## src/rtl/stq_pkg.sv

```systemverilog
package stq_pkg;
  parameter int unsigned AW   = 32;
  parameter int unsigned DW   = 32;
  parameter int unsigned NTGT = 3;
  localparam int unsigned BW   = DW / 8;
  localparam int unsigned TW   = $clog2(NTGT + 1);
  localparam int unsigned OFFW = $clog2(BW);

  typedef struct packed {
    logic [AW-1:0] addr;
    logic [DW-1:0] data;
    logic [BW-1:0] be;
    logic [TW-1:0] tgt;
  } stq_ent_t;

  // Same word when all address bits above the byte offset agree
  function automatic logic same_word(input logic [AW-1:0] a, input logic [AW-1:0] b);
    return a[AW-1:OFFW] == b[AW-1:OFFW];
  endfunction

  // Bytes enabled in be come from upd, the rest from base
  function automatic logic [DW-1:0] merge_bytes(input logic [DW-1:0] base,
                                                input logic [DW-1:0] upd,
                                                input logic [BW-1:0] be);
    logic [DW-1:0] r;
    r = base;
    for (int b = 0; b < int'(BW); b++)
      if (be[b]) r[b*8 +: 8] = upd[b*8 +: 8];
    return r;
  endfunction

  function automatic logic covers(input logic [BW-1:0] have, input logic [BW-1:0] need);
    return (have & need) == need;
  endfunction

  function automatic logic [NTGT-1:0] tgt_onehot(input logic [TW-1:0] code);
    return NTGT'(1) << code;
  endfunction
endpackage

```

## src/rtl/stq_ring.sv

```systemverilog
module stq_ring
  import stq_pkg::*;
#(
  parameter int unsigned DEPTH = 4,
  localparam int unsigned PW = (DEPTH > 1) ? $clog2(DEPTH) : 1,
  localparam int unsigned CW = $clog2(DEPTH + 1)
) (
  input  logic             clk,
  input  logic             rst_n,
  input  logic             push,
  input  logic             pop,
  input  stq_ent_t         push_ent,
  output stq_ent_t         ent_q [DEPTH],
  output logic [PW-1:0]    head_q,
  output logic [CW-1:0]    occ_q
);
  logic [PW-1:0] tail_q;

  function automatic logic [PW-1:0] step(input logic [PW-1:0] p);
    return (p == PW'(DEPTH - 1)) ? '0 : p + PW'(1);
  endfunction

  always_ff @(posedge clk) begin
    if (push) ent_q[tail_q] <= push_ent;
  end

  always_ff @(posedge clk) begin
    if (!rst_n) begin
      head_q <= '0;
      tail_q <= '0;
      occ_q  <= '0;
    end else begin
      if (push) tail_q <= step(tail_q);
      if (pop)  head_q <= step(head_q);
      occ_q <= occ_q + CW'(push) - CW'(pop);
    end
  end
endmodule

```

## src/rtl/stq_fwd.sv

```systemverilog
module stq_fwd
  import stq_pkg::*;
#(
  parameter int unsigned DEPTH = 4,
  localparam int unsigned PW = (DEPTH > 1) ? $clog2(DEPTH) : 1,
  localparam int unsigned CW = $clog2(DEPTH + 1)
) (
  input  logic [AW-1:0] e_addr [DEPTH],
  input  logic [DW-1:0] e_data [DEPTH],
  input  logic [BW-1:0] e_be   [DEPTH],
  input  logic [PW-1:0] head_q,
  input  logic [CW-1:0] occ_q,
  input  logic          ld_valid,
  input  logic [AW-1:0] ld_addr,
  input  logic [BW-1:0] ld_be,
  input  logic [DW-1:0] ld_mem_data,
  output logic          ld_hit,
  output logic          ld_wait,
  output logic [DW-1:0] ld_result
);
  logic          found;
  logic [DW-1:0] best_data;
  logic [BW-1:0] best_be;
  logic [PW-1:0] idx;

  // Walk oldest to newest so the last match seen is the newest
  always_comb begin
    found     = 1'b0;
    best_data = '0;
    best_be   = '0;
    idx       = '0;
    for (int i = 0; i < int'(DEPTH); i++) begin
      idx = PW'((int'(head_q) + i) % int'(DEPTH));
      if (i < int'(occ_q) && same_word(e_addr[idx], ld_addr)) begin
        found     = 1'b1;
        best_data = e_data[idx];
        best_be   = e_be[idx];
      end
    end
  end

  assign ld_hit    = ld_valid && found;
  assign ld_wait   = ld_hit && !covers(best_be, ld_be);
  assign ld_result = ld_hit ? merge_bytes(ld_mem_data, best_data, best_be) : ld_mem_data;
endmodule

```

## src/rtl/store_drain_queue.sv

```systemverilog
module store_drain_queue
  import stq_pkg::*;
#(
  parameter int unsigned DEPTH = 4,
  localparam int unsigned PW = (DEPTH > 1) ? $clog2(DEPTH) : 1,
  localparam int unsigned CW = $clog2(DEPTH + 1)
) (
  input  logic            clk,
  input  logic            rst_n,
  input  logic            st_valid,
  input  logic [AW-1:0]   st_addr,
  input  logic [DW-1:0]   st_data,
  input  logic [BW-1:0]   st_be,
  input  logic [TW-1:0]   st_tgt,
  output logic            st_stall,
  input  logic            flush,
  output logic            sb_empty,
  output logic            sb_full,
  input  logic [NTGT-1:0] tgt_busy,
  output logic [NTGT-1:0] dr_valid,
  input  logic [NTGT-1:0] dr_ready,
  output logic [AW-1:0]   dr_addr,
  output logic [DW-1:0]   dr_data,
  output logic [BW-1:0]   dr_be,
  input  logic            ld_valid,
  input  logic [AW-1:0]   ld_addr,
  input  logic [BW-1:0]   ld_be,
  input  logic [DW-1:0]   ld_mem_data,
  output logic            ld_hit,
  output logic            ld_wait,
  output logic [DW-1:0]   ld_result
);
  stq_ent_t      ent_q [DEPTH];
  stq_ent_t      new_ent;
  stq_ent_t      head_ent;
  logic [PW-1:0] head_q;
  logic [CW-1:0] occ;
  logic          push_fire;
  logic          pop_fire;
  logic          flush_hold_q;
  logic [AW-1:0] e_addr [DEPTH];
  logic [DW-1:0] e_data [DEPTH];
  logic [BW-1:0] e_be   [DEPTH];

  assign new_ent   = '{addr: st_addr, data: st_data, be: st_be, tgt: st_tgt};
  assign sb_empty  = (occ == '0);
  assign sb_full   = (occ == CW'(DEPTH));
  assign st_stall  = sb_full || ((flush || flush_hold_q) && !sb_empty);
  assign push_fire = st_valid && !st_stall;

  always_ff @(posedge clk) begin
    if (!rst_n) flush_hold_q <= 1'b0;
    else        flush_hold_q <= (flush_hold_q || flush) && !sb_empty;
  end

  stq_ring #(.DEPTH(DEPTH)) u_ring (
    .clk      (clk),
    .rst_n    (rst_n),
    .push     (push_fire),
    .pop      (pop_fire),
    .push_ent (new_ent),
    .ent_q    (ent_q),
    .head_q   (head_q),
    .occ_q    (occ)
  );

  // Drain side: only the head is offered, and a busy port masks it
  assign head_ent = ent_q[head_q];
  assign dr_addr  = head_ent.addr;
  assign dr_data  = head_ent.data;
  assign dr_be    = head_ent.be;
  assign dr_valid = sb_empty ? '0 : (tgt_onehot(head_ent.tgt) & ~tgt_busy);
  assign pop_fire = |(dr_valid & dr_ready);

  for (genvar g = 0; g < int'(DEPTH); g++) begin : g_split
    assign e_addr[g] = ent_q[g].addr;
    assign e_data[g] = ent_q[g].data;
    assign e_be[g]   = ent_q[g].be;
  end

  stq_fwd #(.DEPTH(DEPTH)) u_fwd (
    .e_addr      (e_addr),
    .e_data      (e_data),
    .e_be        (e_be),
    .head_q      (head_q),
    .occ_q       (occ),
    .ld_valid    (ld_valid),
    .ld_addr     (ld_addr),
    .ld_be       (ld_be),
    .ld_mem_data (ld_mem_data),
    .ld_hit      (ld_hit),
    .ld_wait     (ld_wait),
    .ld_result   (ld_result)
  );
endmodule

```

## config.mk

```make
export PLATFORM = sky130hd
export DESIGN_NAME = store_drain_queue
export DESIGN_NICKNAME = d
export VERILOG_FILES = /design/src/rtl/stq_pkg.sv /design/src/rtl/stq_ring.sv /design/src/rtl/stq_fwd.sv /design/src/rtl/store_drain_queue.sv
export SDC_FILE = /design/constraint.sdc
export NUM_CORES = 1
export LEC_CHECK = 0
export BUFFER_PORTS_ARGS = -buffer_cell sky130_fd_sc_hd__buf_2
export CELL_PAD_IN_SITES_DETAIL_PLACEMENT = 1
export CELL_PAD_IN_SITES_GLOBAL_PLACEMENT = 2
export CORE_MARGIN = 2
export CORE_UTILIZATION = 37
export CTS_CLUSTER_DIAMETER = 80
export DETAILED_ROUTE_END_ITERATION = 8
export PLACE_DENSITY = 0.82
export SYNTH_ARGS = -nofsm -noshare
export SYNTH_HDL_FRONTEND = slang
export SYNTH_SLANG_ARGS = --single-unit
```

## constraint.sdc

```tcl
create_clock -name clk -period 4.65 [get_ports clk]
set_clock_uncertainty 0.2 [all_clocks]
set_input_delay 0.6975 -clock clk [delete_from_list [all_inputs] [get_ports clk]]
set_output_delay 0.6975 -clock clk [all_outputs]
set_load 0.03 [all_outputs]
```

# Word level (Yosys, flattened, before mapping)
# Index checks and enable logic that the tools add are counted.
# word_totals
register_bits	288
latch_bits	0
ram_bits	0
rom_bits	0
inputBits	149
out_inout_bits	108
mem_count	0
# classes
addsub	7
mul	0
div	0
n_lt_le_gt_ge	10
n_eq_ne	8
n_shift	1
mux	62
bitwise	9
n_reduce_logical	16
# ops
cell	n
32-bit 2-to-1 mux	21
32-bit binary-select mux with 2-bit select	8
280-bit bitwise mux	1
70-bit 2-to-1 mux	3
70-bit binary-select mux with 2-bit select	1
70-bit demux with 2-bit select	1
30-bit equality test	4
4-bit 2-to-1 mux	12
4-bit binary-select mux with 2-bit select	4
8-bit 2-to-1 mux	4
3-bit greater-or-equal comparator, second input constant	5
2-bit NOT with 3-bit output	5
1-bit logical AND	9
2-bit by 1-bit adder with 2-bit output, second input constant	3
3-bit AND	2
1-bit by 3-bit < comparator with 1-bit output, first input constant	2
2-bit by 3-bit < comparator with 1-bit output, first input constant	2
2-bit adder, second input constant	2
4-bit AND	1
2-bit equality test, second input constant	2
4-bit equality test	1
1-bit 2-to-1 mux	4
2-bit 2-to-1 mux	2
3-bit by 1-bit adder with 3-bit output	1
other kinds (10)	13

# Longest topological paths before layout
# logic_depth
depth_word	14
ltp_mapped	18
mapped_depth_nobuf	11

# Modules after synthesis
# A second synthesis with hierarchy kept.
# hier_totals
cells_unflattened	1610
hier_area_um2	19849.0
# by_module_without_submodules
module	instances	cells_per_inst	area_each_um2	seq_area_each_um2
stq_fwd	1	1186	9228.9	0.0
stq_ring	1	320	8818.5	8548.2
store_drain_queue	1	104	1801.7	20.0

# Worst setup path before layout
# Ideal clock, no wire load.
# synth_path
path_type	reg-to-reg
from	register u_ring.head_q[1]
to	register u_ring.occ_q[2]
setup_ps	115
t_arrival_ps	4725
slack_ps	-390
path_stages_with_launch	16
cell_sequence	dfxtp_1 > buf_2 > buf_1 > clkbuf_1 > clkbuf_1 > buf_1 > mux4_2 > nor4b_1 > a22oi_1 > nand2_1 > ha_1 > inv_1 > ha_1 > fa_1 > xnor2_1 > and2_1
# synth_via
elab_chain_cells	10
# synth_lines
element	line	source
from (decl)	stq_ring.sv:14	output logic [PW-1:0] head_q,
from (signal assigned)	stq_ring.sv:34	if (pop) head_q <= step(head_q);
2-bit NOT with 3-bit output (implied by the code)	store_drain_queue.sv:68	assign head_ent = ent_q[head_q];
70-bit binary-select mux with 2-bit select	store_drain_queue.sv:68	
70-bit 2-to-1 mux (implied by the code) (2 in a row)	store_drain_queue.sv:68	
1-bit by 2-bit left shift with 3-bit output	stq_pkg.sv:37	return NTGT'(1) << code;
3-bit AND	store_drain_queue.sv:72	assign dr_valid = sb_empty ? '0 : (tgt_onehot(head_ent.tgt) & ~tgt_busy);
3-bit 2-to-1 mux	store_drain_queue.sv:72	
via dr_valid[2]	store_drain_queue.sv:20	output logic [NTGT-1:0] dr_valid,
3-bit AND	store_drain_queue.sv:73	assign pop_fire = |(dr_valid & dr_ready);
3-bit OR reduction	store_drain_queue.sv:73	
3-bit by 1-bit subtractor with 3-bit output	stq_ring.sv:35	occ_q <= occ_q + CW'(push) - CW'(pop);
to (signal assigned)	stq_ring.sv:35	
to (decl)	stq_ring.sv:15	output logic [CW-1:0] occ_q
# The timed path passes the listed nets, and every way through them passes these cells. The select of a mux whose other input is x is not followed.
# A chain may end at the register's enable or synchronous reset.

# Final worst setup path
# layout_path
from	register u_ring.head_q[0]
to	output ld_result[26]
# layout_via
elab_chain_cells	12
elab_cells_between_ends	66
# layout_lines
element	line	source
2-bit by 1-bit adder with 2-bit output / 2-bit NOT with 3-bit output (equally long branches)	n/a	
2-bit NOT with 3-bit output (implied by the code) / 32-bit binary-select mux with 2-bit select (equally long branches)	stq_fwd.sv:34, stq_fwd.sv:36, stq_fwd.sv:37	
32-bit binary-select mux with 2-bit select / 32-bit 2-to-1 mux (equally long branches)	stq_fwd.sv:34	if (i < int'(occ_q) && same_word(e_addr[idx], ld_addr)) begin
32-bit 2-to-1 mux (implied by the code)	stq_fwd.sv:34	
32-bit 2-to-1 mux (implied by the code) / 30-bit equality test (equally long branches)	stq_fwd.sv:34, stq_pkg.sv:18	
30-bit equality test / 1-bit logical AND (equally long branches)	stq_pkg.sv:18, stq_fwd.sv:34	
1-bit logical AND (tied with other cells)	stq_fwd.sv:34	
32-bit 2-to-1 mux (tied with other cells) (3 in a row)	stq_fwd.sv:34	
8-bit 2-to-1 mux / 1-bit logical AND (equally long branches)	stq_pkg.sv:28, stq_fwd.sv:42	
32-bit 2-to-1 mux (*)	stq_fwd.sv:44	assign ld_result = ld_hit ? merge_bytes(ld_mem_data, best_data, best_be) : ld_mem_data;
to (decl)	store_drain_queue.sv:31	output logic [DW-1:0] ld_result
# Every way passes the cells marked *; elsewhere a longest branch is shown, timed or not. The select of a mux whose other input is x is not followed.

==> Implementation_results.wiki <==
{| class="wikitable"
! Metric !! Value
|-
| Outcome || finished with violations
|-
| Violations in the final reports || setup timing
|-
| Number of CTS-inserted buffers || 35
|-
| Period minus WS final || 5.44 ns
|-
| Clock buffer depth || 3
|-
| Input/output buffers || 254
|-
| Synth Flop Type || edfxtp_1
|-
| Setup repair after global routing missed its margin || yes
|-
| Vias per std cell || 5.74
|-
| Worst ir drop on vdd || 0.316 mV
|-
| Die Footprint || 0.0520 sq mm
|-
| Clock Root Buffer || clkbuf_16
|-
| Cell area after synthesis || 0.0186 sq mm
|-
| Top cell type's share of synthesized area || 45.3%
|-
| Fin util || 49.3%
|-
| Count of final setup violators || 34
|-
| Total wire length || 64,300 um
|-
| Leakage power total || 8.71 nW
|-
| Wire length on met1 || 26,300 um
|-
| Hold bufs inserted after CTS || 0
|-
| Critical Path AT || 4.54 ns
|-
| GRT overflow || 0
|-
| TritonCTS clock tree || yes
|-
| Global-route wire length before repair || 95,300 um
|-
| Post-layout instance count excluding filler cells || 2,467
|-
| Cells after Synth || 1,327
|-
| CTS sink count || 288
|-
| Peak Freq || 184 MHz
|-
| Die span in y || 228 um
|-
| Post-detailed-route DRC marker count || 0
|-
| Global-route usage over all layers || 24.3%
|-
| Post-route setup TNS || -25.21 ns
|-
| # H-tree levels || 2
|-
| Antenna violations before repair || 12
|-
| Wire length on met2 || 31,100 um
|-
| Clock slew at the register clock pins of the worst setup and hold paths || 0.06 ns
|-
| Initial DRC count || 1,071
|-
| Number of optimization iterations in the first detailed-route pass || 5
|-
| Routability congestion estimate || 0.916
|-
| Share of final-layout standard cells stronger than drive strength 1 || 47.9%
|-
| Power density of the placed cells || 451 mW/mm^2
|-
| Area inside the core boundary || 0.0499 sq mm
|-
| Endpoint class of the critical path || output port
|-
| Max-cap violations || 0
|-
| Post-placement setup slack || -0.469 ns
|-
| Initial cell density of the core || 37.2%
|-
| Vias after detailed routing || 14,200
|-
| Minimum setup slack in the final design || -0.789 ns
|-
| Min-Delay Path Class || in2reg
|-
| Clock insertion delay at the later pin of the skew report || 0.55 ns
|-
| Met3 wire length || 4540 um
|-
| Maximum number of pins on one net before global-route repair || 71
|-
| Post-synth EDFFs || 280
|-
| Number of synthesized register bits || 288
|-
| Number of global-route vias before repair || 15,000
|-
| Async set or reset register ratio after synthesis || 0%
|-
| Uppermost layer routed || met5
|-
| Top cell type by total area after synthesis || edfxtp_1
|-
| Final clock period utilization by the worst path || 117%
|-
| Count of endpoints failing hold in the final timing report || 0
|-
| WS Path Type || reg2out
|-
| Kind of launch point of the worst setup path || flip-flop
|-
| Top-level I/O count || 257
|-
| Synthesized area divided by synthesized cell count || 14.0 sq um
|-
| DPL Wire Length || 44,000 um
|-
| Standard-cell row count || 82
|-
| Number of nets at the end of the flow || 1,921
|-
| Sequential area share after synthesis || 46.2%
|-
| Main area contributors after synthesis || edfxtp_1 45%, mux4_2 20%, mux2i_1 6.7%
|-
| Post-Place Cells || 2,356
|-
| Worst path required time || 3.75 ns
|-
| Remaining antenna violation count || 0
|-
| Syn nets || 1,486
|-
| Critical Path Fanout Max || 7
|-
| Final-report max-slew violation count || 0
|-
| Post-synth top cells || 280 x edfxtp_1, 162 x mux4_2, 125 x mux2i_1, 93 x a21oi_1, 70 x xnor2_1
|-
| Normalized max-slew margin || 20.8%
|-
| Most frequently used cell type in the post-synthesis netlist || edfxtp_1
|-
| Yosys Warn Count || 0
|-
| Least-Margin Pin Slew || 1.19 ns
|-
| Layout area overhead || 32.3%
|-
| Drt wl/cell || 26.1 um
|-
| Unique cell type count in the Yosys netlist || 76
|-
| Die W || 228 um
|}
-- final timing paths --
path,start,slack (ns),cells after the start,to
max,u_ring.head_q[0],-0.79,17,ld_result[26]
min,st_be[1],0.16,1,u_ring.ent_q[73]
max reg2reg,u_ring.head_q[0],0.73,11,u_ring.occ_q[2]
min reg2reg,flush_hold_q,0.31,2,flush_hold_q
-- per-layer routing --
metal / track usage [%] / vias up
met2: 40.5 / 525
met3: 5.20 / 142
met1: 31.1 / 7294
li1: - / 6192
met4: 8.97 / 8
met5: 0 / -
-- cell usage in the layout (no fill, tap or decap), types with 10 or more instances in the layout --
cell type / instances
nand2b_1: 31
mux4_2: 162
buf_12: 24
xor2_1: 26
edfxtp_1: 280
mux2_2: 15
nand4_1: 10
xnor2_1: 57
mux2_4: 38
clkbuf_1: 10
nor4_1: 10
buf_2: 220
inv_1: 20
buf_4: 195
o21ai_0: 49
nor3_1: 14
a21oi_1: 88
buf_6: 49
mux2i_1: 110
mux2i_2: 13
nand2_1: 19
nor2_1: 49
nor2b_1: 40
clkbuf_16: 37
nand3_1: 13
xnor2_2: 13
-- area by class of cell --
cell class,instances,area [sq um]
Sequential cell,288,8580
Fill cell,5101,25300
Timing Repair Buffer,501,3910
Antenna cell,8,20.0
Clock buffer,47,952
Clock inverter,15,215
Inverter,23,91.3
Tap cell,672,841
Multi-Input combinational cell,913,9960
-- power breakdown --
| part | total, mW | leakage [nW] | internal, mW | switching (mW) |
|---|---|---|---|---|
| Clock | 2.83 | 0.561 | 1.72 | 1.11 |
| Combinational | 4.80 | 5.53 | 2.18 | 2.62 |
| Sequential | 3.45 | 2.62 | 3.24 | 0.210 |
-- metrics by stage --
step	hold slack [ns]	instance area, sq um	total power, mW
final	0.156	24600	11.1
after global routing	0.139	24600	11.5
after CTS	0.128	24100	11.0
after detailed placement	0.309	22000	7.92
after global placement	0.279	22000	7.80
after floorplan	0.264	18600	6.32
-- flip-flops by register name, indices dropped and copies added, names as in the netlist --
| register | cells |
|---|---|
| flush_hold_q | 1 |
| u_ring.ent_q | 280 |
| u_ring.occ_q | 3 |
| u_ring.tail_q | 2 |
| u_ring.head_q | 2 |
-- worst max-delay path: stages, from the launching register on --
cell	delay, ns
dfxtp_4	0.36
ha_4	0.39
buf_12	0.15
buf_4	0.14
mux4_2	0.50
xor2_1	0.17
nor2_1	0.28
and4_1	0.28
o211ai_1	0.11
buf_4	0.18
buf_4	0.15
and3_1	0.17
nor3_2	0.26
a2111oi_4	0.06
buf_4	0.19
buf_8	0.14
mux2_4	0.31
buf_6	0.14
-- what timing repair did --
item | in CTS | in global routing
gates resized for setup | 158 | 57
setup buffers | 16 | 20
pin swaps | 23 | 13
setup endpoints to repair | 34 | 34
gates cloned | 6 | 1
-- cells by family after synthesis --
family / after synthesis / synth area share, %
buffers and inverters: 126 / 3.23
and+or+nand+nor: 239 / 7.48
adders and majority gates: 10 / 0.715
DFF: 288 / 46.2
AOI/OAI and AO/OA: 219 / 7.36
muxes: 345 / 30.3
xor gates and xnor gates: 100 / 4.72
Power figures use the tool's default switching activity.
